[config.mk]
export PLATFORM = sky130hd
export DESIGN_NAME = srx_framer
export DESIGN_NICKNAME = d
export VERILOG_FILES = /design/src/rtl/srx_pkg.sv /design/src/rtl/srx_vote.sv /design/src/rtl/srx_framer.sv
export SDC_FILE = /design/constraint.sdc
export NUM_CORES = 1
export LEC_CHECK = 0
export CORE_ASPECT_RATIO = 0.6
export CORE_UTILIZATION = 30
export CTS_CLUSTER_DIAMETER = 60
export DETAILED_ROUTE_END_ITERATION = 10
export PLACE_DENSITY = 0.53
export SLEW_MARGIN = 20
export SYNTH_ARGS = -nofsm -noshare
export SYNTH_HDL_FRONTEND = slang
export SYNTH_SLANG_ARGS = --single-unit
[constraint.sdc]
create_clock -name clk -period 2.72 [get_ports clk]
set_clock_uncertainty 0.2 [all_clocks]
set_input_delay 0.544 -clock clk [delete_from_list [all_inputs] [get_ports clk]]
set_output_delay 0.544 -clock clk [all_outputs]
set_load 0.01 [all_outputs]
[src/rtl/srx_pkg.sv]
package srx_pkg;
  typedef enum logic {ST_IDLE, ST_RUN} rx_state_t;

  typedef struct packed {
    logic last_data;
    logic ninth;
    logic stop;
    logic nine;
    logic val;
  } rx_evt_t;

  localparam int C_MODE_LO = 6;
  localparam int C_RXEN    = 4;
  localparam int C_RX9     = 2;
  localparam int C_RXF     = 0;
  localparam int P_CHK     = 6;
endpackage

[src/rtl/srx_vote.sv]
module srx_vote (
  input  logic [2:0] smp,
  output logic       maj
);
  assign maj = (smp[0] & smp[1]) | (smp[0] & smp[2]) | (smp[1] & smp[2]);
endmodule

[src/rtl/srx_framer.sv]
module srx_framer
  import srx_pkg::*;
#(
  parameter int DATA_W = 8,
  parameter int OSR    = 16
) (
  input  logic              clk,
  input  logic              rst,
  input  logic              tick,
  input  logic              rxd,
  input  logic              en,
  input  logic              nine_req,
  output rx_evt_t           evt,
  output logic [DATA_W-1:0] data_q
);
  localparam int SW  = $clog2(OSR);
  localparam int MID = OSR / 2;
  localparam int BW  = $clog2(DATA_W + 3);

  rx_state_t         state;
  logic [SW-1:0]     sub;
  logic [BW-1:0]     bitn;
  logic [1:0]        win;
  logic              nine;
  logic [DATA_W-1:0] shreg;
  logic              vote;
  logic              at_vote;
  logic [BW-1:0]     stop_idx;
  logic [BW-1:0]     last_idx;

  srx_vote vote_i (.smp({rxd, win}), .maj(vote));

  assign at_vote  = tick && (state == ST_RUN) && (sub == SW'(MID + 1));
  assign stop_idx = nine ? BW'(DATA_W + 2) : BW'(DATA_W + 1);
  assign last_idx = nine ? BW'(DATA_W + 1) : BW'(DATA_W);

  always_comb begin
    evt.last_data = at_vote && (bitn == last_idx);
    evt.ninth     = at_vote && nine && (bitn == BW'(DATA_W + 1));
    evt.stop      = at_vote && (bitn == stop_idx);
    evt.nine      = nine;
    evt.val       = vote;
  end

  always_ff @(posedge clk) begin
    if (rst) begin
      state  <= ST_IDLE;
      sub    <= '0;
      bitn   <= '0;
      win    <= '0;
      nine   <= 1'b0;
      shreg  <= '0;
      data_q <= '0;
    end else if (tick) begin
      if (state == ST_IDLE) begin
        if (en && !rxd) begin
          state <= ST_RUN;
          sub   <= SW'(1);
          bitn  <= '0;
          nine  <= nine_req;
        end
      end else begin
        if (sub == SW'(MID - 1)) win[0] <= rxd;
        if (sub == SW'(MID))     win[1] <= rxd;
        if (sub == SW'(MID + 1)) begin
          if (bitn == '0 && vote) state <= ST_IDLE;
          if (bitn != '0 && bitn <= BW'(DATA_W))
            shreg <= {vote, shreg[DATA_W-1:1]};
          if (bitn == BW'(DATA_W))
            data_q <= {vote, shreg[DATA_W-1:1]};
          if (bitn == stop_idx) state <= ST_IDLE;
        end
        if (sub == SW'(OSR - 1)) begin
          sub  <= '0;
          bitn <= bitn + 1'b1;
        end else begin
          sub <= sub + 1'b1;
        end
      end
    end
  end


  false_start_chk: assert property (@(posedge clk) disable iff (rst)
    (state == ST_IDLE && tick && rxd) |=> (state == ST_IDLE));


  rx_gate_chk: assert property (@(posedge clk) disable iff (rst)
    (state == ST_IDLE && !en) |=> (state == ST_IDLE));
endmodule

==> reports/results.ini <==
[setup_path]
path_cells = clkdlybuf4s50_1 -> and3_1 -> and2_1 -> nand2_1 -> nor2_1 -> dlygate4sd2_1
cp_max_fo = 2
required_ps = 1980
crit_path_start_kind = primary input
critPathArrivalTime_ps = 1850
max_stage_delay_ps = 480
r2r_slack_ps = 600
worst-setup-path-type = primary input to output pin
crit_path_top_delay_cell = clkdlybuf4s50_1
cp-end-kind = output pin

[floorplanning]
dieHeight_um = 53.8
core-area_mm2 = 0.00419
initial_core_util_pct = 32.0
dieArea_mm2 = 0.00475
fp.dieW_um = 88.3
row_count = 18
io_pins = 19

[finish]
area_growth_pct = 24.6
diodes = 0
finalNetCount = 190
drive_gt1_share_pct = 11.3
fin_cells = 237

[logic_synthesis]
syn_inst = 153
synth_common_cells = dfxtp_1, nor2_1, nand3_1, a21oi_1, mux2i_1
synthSimpleGateAreaFrac_pct = 24.6
synthTopCellsByArea = dfxtp_1, mux2i_1, ha_1, nor2_1, nand3_1
synth_top_family_by_area = simple AND/OR/NAND/NOR gates
yosysTopAreaCellShare_pct = 40.3
ys_seq_area_share_pct = 40.3
synthArstFlopShare_pct = 0
synth_xor_area_share_pct = 1.96
synth_ff_type = dfxtp_1
synth.most_common_cell = dfxtp_1
ys_types = 40
avgSynthCellArea_um2 = 8.76
synth-edff-count = 0
syn_nets = 165
synth-compound-area-share_pct = 13.4
synth_seq_cells = 27
ys_warn_count = 0
synth_top_cell_by_area = dfxtp_1
synthMuxAreaShare_pct = 9.06
netlist_area_mm2 = 0.00134
yosys.area_share.adder_pct = 6.35

[placement]
dp.final_hpwl_um = 2300
io_buffers = 18
dp_slack_ps = -208
gp_congestion = 0.833
dp.cells = 233

[pwr]
p_per_area_mw_per_mm2 = 409
leakagePower_uw = 0.000691
ir_drop_v = 0.000156
power_uw = 683

[sta]
setup_viol = 0
rsz0062_at_grt = no
worst_pin_slew_ps = 631
final-hold-violation-count = 0
setup_slack_ps = 123
timing.final.crit_share_pct = 95.5
period_needed_ps = 2600
slew_headroom_pct = 57.7
final-max-slew-violation-count = 0
fmax_mhz = 385

[routing]
post_drt_via_cell_ratio = 4.91
drt-initial-drc-count = 99
ant_nets = 0
wire_per_inst_um = 13.0
drt_wl_total_um = 3090
via_count = 1164
drc = 0
dr.pass1.iters = 4

[cts]
cts_tree = done
cts.path.max_buffers = 2
cts-root-buf = clkbuf_8
cts-buffers-inserted = 3
ctsHtreeMaxLevel = 1
clk_latency_ps = 280
clkTransAtPathRegs_ps = 90
cts.sinks = 27

[global_routing]
grt_overflow_total = 0
grt_pass1_wl_um = 4890
antenna_found_initial = 0
grt_use_total_pct = 14.0
grt_pass1_vias = 956
grt_max_degree = 17

[run_status]
status = finished clean

[worst_hold_path]
hold_path_class = register to register

[flow_run]
drv_cap = 0

## timing repair
action | in CTS | in global routing
resized for setup | 3 | 3
setup buffers | 0 | 0
gates cloned | 0 | 0
hold buffers | 0 | 0
setup endpoints to repair | 3 | 1
## power by group
part	internal [µW]	total [µW]	switching (µW)	leakage (µW)
logic	21.8	46.8	25.0	0.000451
clock network	105	234	129	0.0000228
registers	398	402	3.86	0.000218
total	525	683	158	0.000691
## per-layer routing
metal  up-vias  share of wire [%]  track usage, %
met5         -                  0               0
met4         0               0.45            3.23
met3         3                5.3            3.83
met2        32                 36            17.3
met1       540                 58            22.7
li1        589                  -               -
## kinds of logic after synthesis
kind of cell | Yosys count
AOI/OAI and AO/OA | 31
muxes | 12
and+or+nand+nor | 60
DFF | 27
xor gates and xnor gates | 3
buffers and inverters | 13
adders and majority gates | 7
## through the flow
step / area, µm² / hold slack, ps / setup TNS [ps] / util (%)
2_1_floorplan: 1340 / 253 / 0 / -
3_3_place_gp: 1630 / 267 / -450 / 38.9
3_5_place_dp: 1630 / 271 / -432 / 38.9
4_1_cts: 1670 / 286 / 0 / 39.9
5_1_grt: 1670 / 319 / 0 / 39.8
6_report: 1670 / 285 / 0 / 39.8
## final timing paths
check | start | to | cells past startpoint
worst max-delay path | tick | evt[3] | 6
worst min-delay path | shreg[1] | shreg[1] | 2
worst max register to register | bitn[0] | shreg[2] | 6
worst min register to register | shreg[1] | shreg[1] | 2
## state kept, by name, summed over array words and instances, names as in the netlist
signal and cells:
bitn 4, shreg 7, sub 4, state 1
nine 1, data_q 8, win 2
## cell type report
cell class                 count  area [µm²]
clock buffer                   4        45.0
fill                         439        2520
inverter                       5        18.8
multi-input combinational    113         742
sequential                    27         541
tap                           60        75.1
timing repair buffer          28         248
## critical path, delay by kind of cell
kind,cells,cell delay [ps]
buffers and inverters,2,760
and+or+nand+nor,4,550
## cells in the final DEF, fill, tap and decap left out, types with 2 or more instances in the layout
cell type and n:
nor2b_1 4, and2_1 2, o21ai_0 9, ha_1 6
a31oi_1 3, and3b_1 2, mux2i_1 11, dlygate4sd2_1 2
dfxtp_1 27, nor3_1 4, a21oi_1 11, clkbuf_8 3
xor2_1 2, nor3b_1 3, and3_1 2, nand3_1 12
nor2_1 17, inv_1 5, nand2_1 5, buf_4 10
clkdlybuf4s50_1 15
Power figures use the tool's default switching activity.
